File: src/rtl/dacbank_pkg.sv
package dacbank_pkg;

  // Single-cycle strobes from control to datapath
  typedef struct packed {
    logic wrStb;     // store bus word into addressed staging register
    logic loadStb;   // copy all staging registers to DAC registers
    logic clearStb;  // zero all DAC registers
  } bankStrobes_t;

  localparam int unsigned NUM_STROBES = 3;

endpackage

File: src/rtl/dacbank_sync.sv
module dacbank_sync #(
  parameter int unsigned STAGES  = 2,
  parameter logic        RST_VAL = 1'b0
) (
  input  logic clk,
  input  logic rstN,
  input  logic asyncIn,
  output logic syncOut
);

  generate
    if (STAGES <= 1) begin : g_single
      logic stage;
      always_ff @(posedge clk or negedge rstN) begin
        if (!rstN) stage <= RST_VAL;
        else       stage <= asyncIn;
      end
      assign syncOut = stage;
    end else begin : g_chain
      logic [STAGES-1:0] chain;
      always_ff @(posedge clk or negedge rstN) begin
        if (!rstN) chain <= {STAGES{RST_VAL}};
        else       chain <= {chain[STAGES-2:0], asyncIn};
      end
      assign syncOut = chain[STAGES-1];
    end
  endgenerate

endmodule

File: src/rtl/dacbank_ctrl.sv
module dacbank_ctrl
  import dacbank_pkg::*;
#(
  parameter int unsigned SYNC_STAGES = 2
) (
  input  logic         clk,
  input  logic         rstN,
  input  logic         csN,
  input  logic         rdWrN,
  input  logic         loadIn,
  input  logic         clearIn,
  output bankStrobes_t stb
);

  // index 2: chip select, 1: load, 0: clear; all idle values listed here
  localparam logic [NUM_STROBES-1:0] IDLE_VAL = 3'b100;

  logic [NUM_STROBES-1:0] rawIn;
  logic [NUM_STROBES-1:0] syncIn;
  logic [NUM_STROBES-1:0] prevIn;
  logic [NUM_STROBES-1:0] riseDet;

  assign rawIn = {csN, loadIn, clearIn};

  generate
    for (genvar i = 0; i < NUM_STROBES; i++) begin : g_sync
      dacbank_sync #(
        .STAGES (SYNC_STAGES),
        .RST_VAL(IDLE_VAL[i])
      ) u_sync (
        .clk    (clk),
        .rstN   (rstN),
        .asyncIn(rawIn[i]),
        .syncOut(syncIn[i])
      );
    end
  endgenerate

  always_ff @(posedge clk or negedge rstN) begin
    if (!rstN) prevIn <= IDLE_VAL;
    else       prevIn <= syncIn;
  end

  assign riseDet = syncIn & ~prevIn;

  // rdWrN is held by the host across the end of a write cycle
  always_comb begin
    stb.wrStb    = riseDet[2] & ~rdWrN;
    stb.loadStb  = riseDet[1];
    stb.clearStb = riseDet[0];
  end

  AST_WRITE_ONE_CYCLE: assert property (@(posedge clk) disable iff (!rstN)
    stb.wrStb |=> !stb.wrStb);
  AST_LOAD_EDGE_ONLY: assert property (@(posedge clk) disable iff (!rstN)
    stb.loadStb |=> !stb.loadStb);

endmodule

File: src/rtl/dacbank_dpath.sv
module dacbank_dpath
  import dacbank_pkg::*;
#(
  parameter int unsigned NUM_CH = 4,
  parameter int unsigned DATA_W = 16,
  localparam int unsigned ADDR_W = (NUM_CH > 1) ? $clog2(NUM_CH) : 1
) (
  input  logic                           clk,
  input  logic                           rstN,
  input  bankStrobes_t                   stb,
  input  logic [ADDR_W-1:0]              wrAddr,
  input  logic [DATA_W-1:0]              wrData,
  input  logic [ADDR_W-1:0]              rdAddr,
  output logic [DATA_W-1:0]              rdData,
  output logic [NUM_CH-1:0][DATA_W-1:0]  dacRegs
);

  logic [NUM_CH-1:0][DATA_W-1:0] stageReg;
  logic [NUM_CH-1:0][DATA_W-1:0] dacReg;

  generate
    for (genvar ch = 0; ch < NUM_CH; ch++) begin : g_chan
      // staging level: written only by the host
      always_ff @(posedge clk or negedge rstN) begin
        if (!rstN)
          stageReg[ch] <= '0;
        else if (stb.wrStb && (wrAddr == ADDR_W'(ch)))
          stageReg[ch] <= wrData;
      end

      // DAC level: clear has priority over load; load sees pre-write staging
      always_ff @(posedge clk or negedge rstN) begin
        if (!rstN)
          dacReg[ch] <= '0;
        else if (stb.clearStb)
          dacReg[ch] <= '0;
        else if (stb.loadStb)
          dacReg[ch] <= stageReg[ch];
      end
    end
  endgenerate

  assign rdData  = stageReg[rdAddr];
  assign dacRegs = dacReg;

  AST_WRITE_LANDS: assert property (@(posedge clk) disable iff (!rstN)
    stb.wrStb |=> stageReg[$past(wrAddr)] == $past(wrData));
  AST_LOAD_COPIES_OLD: assert property (@(posedge clk) disable iff (!rstN)
    (stb.loadStb && !stb.clearStb) |=> dacReg == $past(stageReg));
  AST_CLEAR_ZEROES: assert property (@(posedge clk) disable iff (!rstN)
    stb.clearStb |=> dacReg == '0);
  AST_CLEAR_KEEPS_STAGE: assert property (@(posedge clk) disable iff (!rstN)
    (stb.clearStb && !stb.wrStb) |=> $stable(stageReg));
  AST_DAC_HOLDS: assert property (@(posedge clk) disable iff (!rstN)
    (!stb.clearStb && !stb.loadStb) |=> $stable(dacReg));

endmodule

File: src/rtl/quad_dac_regbank.sv
module quad_dac_regbank
  import dacbank_pkg::*;
#(
  parameter int unsigned NUM_CH      = 4,
  parameter int unsigned DATA_W      = 16,
  parameter int unsigned SYNC_STAGES = 2,
  localparam int unsigned ADDR_W = (NUM_CH > 1) ? $clog2(NUM_CH) : 1
) (
  input  logic                     clk,
  input  logic                     rstN,
  input  logic                     csN,
  input  logic                     rdWrN,
  input  logic [ADDR_W-1:0]        chAddr,
  input  logic [DATA_W-1:0]        dataIn,
  output logic [DATA_W-1:0]        dataOut,
  output logic                     dataOutEn,
  input  logic                     loadIn,
  input  logic                     clearIn,
  input  logic                     pwrDnN,
  output logic [NUM_CH*DATA_W-1:0] dacCode,
  output logic [NUM_CH-1:0]        chOutEn
);

  bankStrobes_t                  stb;
  logic [NUM_CH-1:0][DATA_W-1:0] dacRegs;

  dacbank_ctrl #(
    .SYNC_STAGES(SYNC_STAGES)
  ) u_ctrl (
    .clk    (clk),
    .rstN   (rstN),
    .csN    (csN),
    .rdWrN  (rdWrN),
    .loadIn (loadIn),
    .clearIn(clearIn),
    .stb    (stb)
  );

  dacbank_dpath #(
    .NUM_CH(NUM_CH),
    .DATA_W(DATA_W)
  ) u_dpath (
    .clk    (clk),
    .rstN   (rstN),
    .stb    (stb),
    .wrAddr (chAddr),
    .wrData (dataIn),
    .rdAddr (chAddr),
    .rdData (dataOut),
    .dacRegs(dacRegs)
  );

  assign dacCode   = dacRegs;
  assign dataOutEn = ~csN & rdWrN;
  assign chOutEn   = {NUM_CH{pwrDnN}};

  AST_PD_HOLDS_CODES: assert property (@(posedge clk) disable iff (!rstN)
    (!pwrDnN && !stb.clearStb && !stb.loadStb) |=> $stable(dacCode));
  AST_NO_DRIVE_IDLE: assert property (@(posedge clk) disable iff (!rstN)
    csN |-> !dataOutEn);

endmodule

File: config.mk
export PLATFORM = sky130hd
export DESIGN_NAME = quad_dac_regbank
export DESIGN_NICKNAME = d
export VERILOG_FILES = /design/src/rtl/dacbank_pkg.sv /design/src/rtl/dacbank_sync.sv /design/src/rtl/dacbank_ctrl.sv /design/src/rtl/dacbank_dpath.sv /design/src/rtl/quad_dac_regbank.sv
export SDC_FILE = /design/constraint.sdc
export NUM_CORES = 1
export LEC_CHECK = 0
export BUFFER_PORTS_ARGS = -buffer_cell sky130_fd_sc_hd__buf_2
export CORE_ASPECT_RATIO = 0.5
export CORE_UTILIZATION = 30
export CTS_CLUSTER_DIAMETER = 80
export DETAILED_ROUTE_END_ITERATION = 8
export PLACE_DENSITY_LB_ADDON = 0.1
export SYNTH_ARGS = -nofsm -noshare
export SYNTH_HDL_FRONTEND = slang
export SYNTH_SLANG_ARGS = --single-unit
File: constraint.sdc
create_clock -name clk -period 2.2 [get_ports clk]
set_input_delay 0.55 -clock clk [delete_from_list [all_inputs] [get_ports clk]]
set_output_delay 0.55 -clock clk [all_outputs]
set_load 0.02 [all_outputs]
Word level (Yosys, flattened, before mapping)

Cells that the tools add are included.
W data, S select, Z words.

$add $sub $neg: 0
Multipliers: 0
Div/mod/pow operators: 0
Magnitude comparators: 1
Eq/ne operators: 3
Shift-type cells: 0
Multiplexer cells: 10
Bitwise logic cells: 6
Reduce and logical (&&, ||, !) cells: 6

Operator list:

| cell                 | number |
|---|---|
| $mux W16             | 9 |
| $bmux W16 S2         | 1 |
| $eq A2 B2 Y1 const B | 2 |
| $logic_and A1 B1 Y1  | 4 |
| $and A3 B3 Y3        | 1 |
| $lt A2 B3 Y1 const B | 1 |
| $not A3 Y3           | 1 |
| $and A1 B1 Y1        | 2 |
| $eq A2 B1 Y1 const B | 1 |
| $logic_not A2 Y1     | 1 |
| $not A1 Y1           | 2 |
| $reduce_bool A2 Y1   | 1 |

Flip-flop bits (word level): 137
Latch bits: 0
Memory bits (writable): 0
ROM bits: 0
Input port bits: 25
Output and inout bits: 85
Logic and storage cells: 38
Memories: 0

Longest topological paths before layout

Gate-level depths: netlist of run 1.

Word-level depth: 4
Gate-level depth with buffers: 6
Mapped depth without buffers: 3

Hierarchy

Synthesis of run 1 repeated with hierarchy kept, for this count alone.

Cell total of the unflattened synthesis: 379
Area, all modules: 5635.4 sq um

By module, submodules not included:

| module                                     | times used | cells each | area an instance (sq um) | seq. area each (sq um) |
|---|---|---|---|---|
| dacbank_dpath                              | 1          | 362        | 5337.6                   | 3203.1 |
| dacbank_ctrl                               | 1          | 6          | 101.3                    | 76.3 |
| dacbank_sync (u_ctrl.g_sync[0].u_sync ...) | 2          | 2          | 50.0                     | 50.0 |
| dacbank_sync (u_ctrl.g_sync[2].u_sync)     | 1          | 2          | 52.6                     | 52.6 |
| quad_dac_regbank                           | 1          | 5          | 43.8                     | 0.0 |

Worst setup path before layout of run 1

No wires, ideal clock.

Kind: input port to output port
Start: in chAddr[0]
End: out dataOut[10]
Arrival: 1.588 ns
Data required time: 1.650 ns
Setup slack: 0.062 ns
Cell stages on the path: 3
Path buffers: 2
Cell sequence: buf_6 buf_2 mux4_2

Word-level cells in the longest chain between the ends: 2

RTL lines:

| what                           | line                   | text |
|---|---|---|
| start, declared                | quad_dac_regbank.sv:13 | `input logic [ADDR_W-1:0] chAddr,` |
| $bmux W16 S2                   | dacbank_dpath.sv:43    | `assign rdData = stageReg[rdAddr];` |
| $mux W16 (implied by the code) | dacbank_dpath.sv:43    |  |
| end, declared                  | quad_dac_regbank.sv:15 | `output logic [DATA_W-1:0] dataOut,` |

No other way between the ends. The select of a mux whose other input is x is not followed.

Worst setup path after layout of run 1

Start: in chAddr[1]
End: out dataOut[5]

Same word-level chain as after synthesis.

==> results of run 1 <==
## power by group through the flow
stage	Sequential [uW]	Combinational [uW]	Clock (uW)
floorplan	3440	722	0
global placement	3350	1360	0
detailed placement	3360	1390	0
CTS	3320	1400	2980
global route	3370	1470	3110
finish	3310	1370	2900
## worst min-delay path by stage
| stage | slack (ns) | cells past startpoint | startpoint | endpoint |
|---|---|---|---|---|
| after floorplan | 0.25 | 0 | rstN | u_ctrl.g_sync[0].u_sync.g_chain.chain[0] |
| after global placement | 0.34 | 0 | u_ctrl.g_sync[0].u_sync.g_chain.chain[0] | u_ctrl.g_sync[0].u_sync.g_chain.chain[1] |
| after detailed placement | 0.34 | 0 | u_ctrl.g_sync[0].u_sync.g_chain.chain[0] | u_ctrl.g_sync[0].u_sync.g_chain.chain[1] |
| after CTS | 0.07 | 1 | rstN | u_dpath.dacRegs[29] |
| after global routing | 0.07 | 1 | rstN | u_dpath.dacRegs[61] |
| final | 0.06 | 1 | rstN | u_dpath.dacRegs[61] |
## registers in the layout (all words and copies together) (netlist names)
name,flops
u_ctrl.prevIn,3
u_dpath.stageReg,64
u_dpath.dacRegs,64
u_ctrl.g_sync.u_sync.g_chain.chain,6
## layout make-up
cell class / count / area, sq um
sequential: 137 / 3430
antenna: 1 / 2.50
inverter: 1 / 3.75
tap: 234 / 293
multi-input combinational: 154 / 1750
timing repair buffer: 121 / 744
fill: 1648 / 10600
clock inverter: 12 / 149
clock buffer: 20 / 457
## kinds of logic after synthesis
family	share of synthesized area (%)
multiplexers	20.3
flip-flops	64.2
AND/OR/NAND/NOR	1.57
AO/OA/AOI/OAI	10.6
buffers and inverters	3.32
## through the flow
step	TNS (ns)	setup WS, ns	hold slack (ns)
3_3_place_gp	0	0.00680	0.341
4_1_cts	0	0.0489	0.0664
6_report	0	0.0702	0.0642
2_1_floorplan	0	0.0617	0.254
5_1_grt	0	0.0142	0.0723
3_5_place_dp	-0.00322	-0.00322	0.336
## per-layer routing
layer	part of all wire (%)	vias up	GRT usage, %
met5	0	-	0
met4	1.2	0	5.27
met3	4.2	16	4.23
met2	47	64	24.4
met1	48	1764	20.7
li1	-	1455	-
## cell usage in the layout, fill, tap and decap left out, types with 2 or more instances in the layout
| master | synthesis | final |
|---|---|---|
| sky130_fd_sc_hd__mux4_2 | 15 | 15 |
| sky130_fd_sc_hd__clkinv_2 | 0 | 4 |
| sky130_fd_sc_hd__dfstp_2 | 3 | 3 |
| sky130_fd_sc_hd__buf_12 | 1 | 7 |
| sky130_fd_sc_hd__mux2_2 | 64 | 64 |
| sky130_fd_sc_hd__bufinv_16 | 0 | 3 |
| sky130_fd_sc_hd__buf_4 | 5 | 11 |
| sky130_fd_sc_hd__dfrtp_1 | 134 | 134 |
| sky130_fd_sc_hd__clkbuf_16 | 0 | 17 |
| sky130_fd_sc_hd__clkbuf_8 | 0 | 2 |
| sky130_fd_sc_hd__buf_2 | 12 | 102 |
| sky130_fd_sc_hd__clkinvlp_4 | 0 | 4 |
| sky130_fd_sc_hd__a22o_1 | 64 | 64 |
| sky130_fd_sc_hd__nor2b_1 | 2 | 2 |
## worst max-delay path, stage by stage
cell	delay [ns]
sky130_fd_sc_hd__buf_2	0.27
sky130_fd_sc_hd__buf_4	0.25
sky130_fd_sc_hd__mux4_2	0.32
sky130_fd_sc_hd__buf_2	0.18
## timing repair
action,in CTS,in global routing
endpoints found under the hold margin,0,0
setup buffers,0,0
gates resized for setup,1,0
setup endpoints to repair,1,0
==> metrics.yaml, run 1 <==
postSynthAreaPerCell_sq_um: 16.8
rsz0062_at_grt: "no"
synth_enable_flop_cells: 0
grt_pass1_vias: 3511
report.final.hold_viol_count: 0
post_layout_nonfiller_instances: 680
syn_area_sq_mm: 0.00534
critical_path.startpoint: "chAddr[1]"
cp_max_fo: 9
design.final.nets: 457
switchingPower_uw: 2120
post_synth_main_area_contributors: "sky130_fd_sc_hd__dfrtp_1 (63%), sky130_fd_sc_hd__mux2_2 (13%), sky130_fd_sc_hd__a22o_1 (10%)"
synthDominantCellAreaShare_pct: 62.7
cell_types_with_the_highest_counts_after_synthesis: "sky130_fd_sc_hd__dfrtp_1 (134), sky130_fd_sc_hd__a22o_1 (64), sky130_fd_sc_hd__mux2_2 (64)"
reg2reg_slack_ns: 0.20
netlist_instances: 319
syn_to_final_growth_pct: 27.8
hold_buffers: 0
core_area_sq_mm: 0.0174
grt_start_max_net_pins: 53
hp-class: "input pin to asynchronous set/reset pin"
vias_per_cell: 4.85
cts.root.buffer_cell: "sky130_fd_sc_hd__clkbuf_16"
io_buffer_count: 104
tritoncts_clock_tree: "built"
place_area_sq_mm: 0.00622
powerDensity_mw_per_mm2: 1110
cts.sinks: 137
worstMarginPinSlew_ns: 0.662
layout-drive-gt1-share_pct: 53.7
clk_pin_slew_worst_paths_ns: 0.06
power_report.internal_total_uw: 5460
cts_inserted_buffers: 17
io_pins: 110
clockBufferDepth: 2
yosys.cell_types.count: 22
start_util_pct: 30.7
antenna_found_initial: 1
slew-limit-headroom_pct: 55.8
dpl.hpwl_um: 9460
critPathCaptureType: "primary output"
timing.fmax_mhz: 470
dieWidth_um: 191
grt_pass1_wl_um: 20900
critPathArrivalTime_ns: 1.58
path_class: "input pin to primary output"
p_sw_share_pct: 28.0
sequential_element_share_of_the_synthesized_area_pct: 64.2
overflow_left_after_global_routing: 0
power_frac_seq_pct: 43.7
timing.final.max_slew_violations: 0
period_needed_ns: 2.13
worst-r2r-cell-count: 4
htree_num_levels: 4
clkLatencyLatePin_ns: 0.41
yosys_most_used_dff: "sky130_fd_sc_hd__dfrtp_1"
p_leak_uw: 0.00330
fp.dieArea_sq_mm: 0.0184
route.detailed.wl_per_inst_um: 19.7
drt_pre_antenna_iters: 4
post_synthesis_register_bit_count: 137
synth-async-reset-ratio_pct: 100
total_power_uw: 7580
fin_worst_skew_ns: 0.0115
detailedRoute.firstIterationViolations: 134
grtUsageTotal_pct: 15.5
clkPwrFrac_pct: 38.3
cp_data_required_time_ns: 1.65
comb_power_share_pct: 18.0
regToRegStartpoint: "u_ctrl.g_sync[0].u_sync.g_chain.chain[1]"
netlist.top_cell.by_area: "sky130_fd_sc_hd__dfrtp_1"
routed_wirelength_um: 13400
place.gp.congestion: 0.796
worstSetupStartpointType: "input pin"
finalCritPeriodShare_pct: 96.8
antenna_violating_nets_post_route: 0
layout.core_utilization_pct: 39.3
die_y_um: 96.4
r2r-end: "u_dpath.dacRegs[49]"
design_area_sq_mm: 0.00683
dr_total_vias: 3299
synth_fp_nets: 344
place_inst: 647
critical_path.endpoint: "dataOut[5]"
fp-row-count: 34
largest_vdd_supply_drop_mv: 0.517
synth.most_common_cell: "sky130_fd_sc_hd__dfrtp_1"
result_of_the_run: "finished, final reports clean"
finalSetupViolCount: 0
drc: 0
yosys_warnings: 0
cap_viol_max_count: 0
No activity file was read; power rests on OpenSTA's default activity.
==> run 2, diff against run 1 <==
Settings changed: SYNTH_HIERARCHICAL set to 1.
==> run 2 against run 1 <==
Synthesized cell count increased by 19%. Clock power decreased by 11%. Die area increased by 5.4%. Design area increased by 4.3%. Sequential share of layout area decreased by 2.1 points.
==> metrics.yaml, run 2 <==
result_of_the_run: "finished, final reports clean"
io_pins: 110  # unchanged
period_needed_ns: 2.13  # -0.00202 ns
dieWidth_um: 196  # +2.7%
fp-row-count: 34  # unchanged
path_cells: "buf_2 -> buf_12 -> mux4_2 -> buf_2"
cts_inserted_buffers: 17  # unchanged
layout-drive-gt1-share_pct: 48.4  # -5.3 points
post_synthesis_register_bit_count: 137  # unchanged
synth_enable_flop_cells: 0  # unchanged
insertedDiodeCount: 0  # -1
path_class: "input pin to primary output"
postSynthAreaPerCell_sq_um: 14.9  # -11%
start_util_pct: 31.5  # +0.83 points
yosys_warnings: 6  # +6
dpl.hpwl_um: 9190  # -2.8%
netlist.top_cell.by_area: "sky130_fd_sc_hd__dfrtp_1"
route.detailed.wl_per_inst_um: 18.6  # -5.6%
routed_wirelength_um: 13800  # +3.3%
crit_top_cell: "sky130_fd_sc_hd__buf_2"
critPathCaptureType: "primary output"
cap_viol_max_count: 0  # unchanged
combined_buffer_and_inverter_count_along_the_critical_path: 3  # unchanged
yosys_most_used_dff: "sky130_fd_sc_hd__dfrtp_1"
timing.fmax_mhz: 470  # about the same
io_buffer_count: 104  # unchanged
die_y_um: 98.9  # +2.6%
critPathArrivalTime_ns: 1.58  # about the same
worstSetupStartpointType: "input pin"
post-cts-setup-buffer-count: 0  # unchanged
synth-async-reset-ratio_pct: 100  # unchanged
netlist_instances: 379  # +19%
cp_top_family: "multiplexers"
grtUsageTotal_pct: 15.4  # -0.11 points
cell_types_with_the_highest_counts_after_synthesis: "sky130_fd_sc_hd__dfrtp_1 (134), sky130_fd_sc_hd__mux2_2 (64), sky130_fd_sc_hd__mux2i_1 (64), sky130_fd_sc_hd__nor2_1 (64), sky130_fd_sc_hd__mux4_2 (16)"
yosys.cell_types.count: 17  # -23%
overflow_left_after_global_routing: 0  # unchanged
cts.sinks: 137  # unchanged
fin_worst_skew_ns: 0.00902  # -0.00244 ns
place.gp.congestion: 0.689  # -13%
p_leak_uw: 0.00345  # +4.6%
rsz0062_at_grt: "no"
cts.root.buffer_cell: "sky130_fd_sc_hd__clkbuf_16"
vias_per_cell: 4.56  # -6.1%
syn_area_sq_mm: 0.00564  # +5.5%
finalCritPeriodShare_pct: 96.7  # about the same
antenna_found_initial: 0  # -1
antenna_violating_nets_post_route: 0  # unchanged
placement.setup.worst_slack_ns: -0.0208  # -0.0175 ns
fillerInstances: 1721  # +4.4%
tritoncts_clock_tree: "built"
detailedRoute.firstIterationViolations: 124  # -7.5%
powerDensity_mw_per_mm2: 1040  # -6.3%
post_synth_main_area_contributors: "sky130_fd_sc_hd__dfrtp_1 (60%), sky130_fd_sc_hd__mux2_2 (13%), sky130_fd_sc_hd__mux2i_1 (11%)"
layout.cells.most_common_list: "sky130_fd_sc_hd__dfrtp_1 (134), sky130_fd_sc_hd__buf_2 (102), sky130_fd_sc_hd__mux2_2 (64), sky130_fd_sc_hd__mux2i_1 (64), sky130_fd_sc_hd__nor2_1 (64)"
worst_path_max_delay_cell: "sky130_fd_sc_hd__mux4_2"
design.final.nets: 522  # +14%
worstMarginPinSlew_ns: 0.462  # -0.200 ns
synth_fp_nets: 404  # +17%
report.final.hold_viol_count: 0  # unchanged
cp_max_fo: 11  # +2
drt_pre_antenna_iters: 4  # unchanged
multi_input_area_sq_mm: 0.00207  # +18%
htree_num_levels: 4  # unchanged
hp-class: "input pin to flip-flop"
grt_start_max_net_pins: 42  # -21%
slew-limit-headroom_pct: 69.1  # +13 points
max_stage_delay_ns: 0.53  # +0.21 ns
grt_pass1_wl_um: 22000  # +4.8%
layout.core_utilization_pct: 39.9  # +0.60 points
total_power_uw: 7410  # -2.3%
clockBufferDepth: 2  # unchanged
cp_data_required_time_ns: 1.65  # about the same
largest_vdd_supply_drop_mv: 0.527  # +2.1%
synth.most_common_cell: "sky130_fd_sc_hd__dfrtp_1"
synthDominantCellAreaShare_pct: 59.5  # -3.2 points
dr_total_vias: 3389  # +2.7%
drc: 0  # unchanged
sequential_element_share_of_the_synthesized_area_pct: 60.9  # -3.3 points
finalSetupViolCount: 0  # unchanged
regArea_sq_mm: 0.00343  # unchanged
timing.final.ws_setup_ns: 0.0722  # +0.00202 ns
final_common_cell: "sky130_fd_sc_hd__dfrtp_1"
core_area_sq_mm: 0.0179  # +2.7%
grt_pass1_vias: 3649  # +3.9%
timing.final.max_slew_violations: 0  # unchanged
clk_pin_slew_worst_paths_ns: 0.06  # about the same
syn_to_final_growth_pct: 26.4
fp.dieArea_sq_mm: 0.0194  # +5.4%
clkLatencyLatePin_ns: 0.41  # about the same
## run 2: cell type report
cell class	instances	share of cell area [%]
clock buffer	17	5.97
clock inverter	15	1.46
multi-input combinational	216	29.0
sequential	137	48.2
tap	234	4.11
timing repair buffer	125	11.3
## run 2: path summary, 6_finish.rpt
| kind | slack, ns | end | depth (start not counted) | startpoint |
|---|---|---|---|---|
| worst max register to register | 0.45 | u_dpath/stageReg[1] | 4 | u_ctrl/g_sync[2].u_sync/g_chain.chain[1] |
| min in group asynchronous | 0.57 | u_dpath/dacRegs[18] | 2 | rstN |
| worst min register to register | 0.35 | u_ctrl/g_sync[1].u_sync/g_chain.chain[1] | 0 | u_ctrl/g_sync[1].u_sync/g_chain.chain[0] |
| worst max-delay path | 0.07 | dataOut[2] | 4 | chAddr[0] |
| worst min-delay path | 0.24 | u_ctrl/g_sync[0].u_sync/g_chain.chain[0] | 1 | clearIn |
| max in group asynchronous | 1.00 | u_ctrl/prevIn[2] | 3 | rstN |
## run 2: kinds of logic after synthesis
group / count (synthesis) / share of synthesized area [%]
DFF: 137 / 60.9
muxes: 144 / 30.6
buffers and inverters: 26 / 2.69
and+or+nand+nor: 72 / 5.86
## run 2: timing repair
item	4_1_cts	5_1_grt
hold endpoints to repair	21	0
endpoints found under the setup margin	3	0
hold buffers	1	0
gates resized for setup	1	0
## run 2: layer usage
metal	track usage [%]	wire length, um	vias up
li1	-	-	1570
met1	21.4	6860	1754
met2	23.3	6360	58
met3	3.76	493	7
met4	5.59	109	0
met5	0	0	-
## run 2: through the flow
stage          hold WS, ns  TNS (ns)  cells  area (sq um)
5_1_grt              0.210         0    744          7120
3_3_place_gp         0.335  -0.00903    711          6580
6_report             0.242         0    744          7120
2_1_floorplan        0.254         0    379          5640
4_1_cts              0.212         0    744          7120
3_5_place_dp         0.335   -0.0257    711          6580
## run 2: power by group
part	switching, uW	leakage [uW]	internal [uW]
registers	341	0.00174	2990
clock network	1130	0.000255	1440
logic	811	0.00146	697
total	2280	0.00345	5130
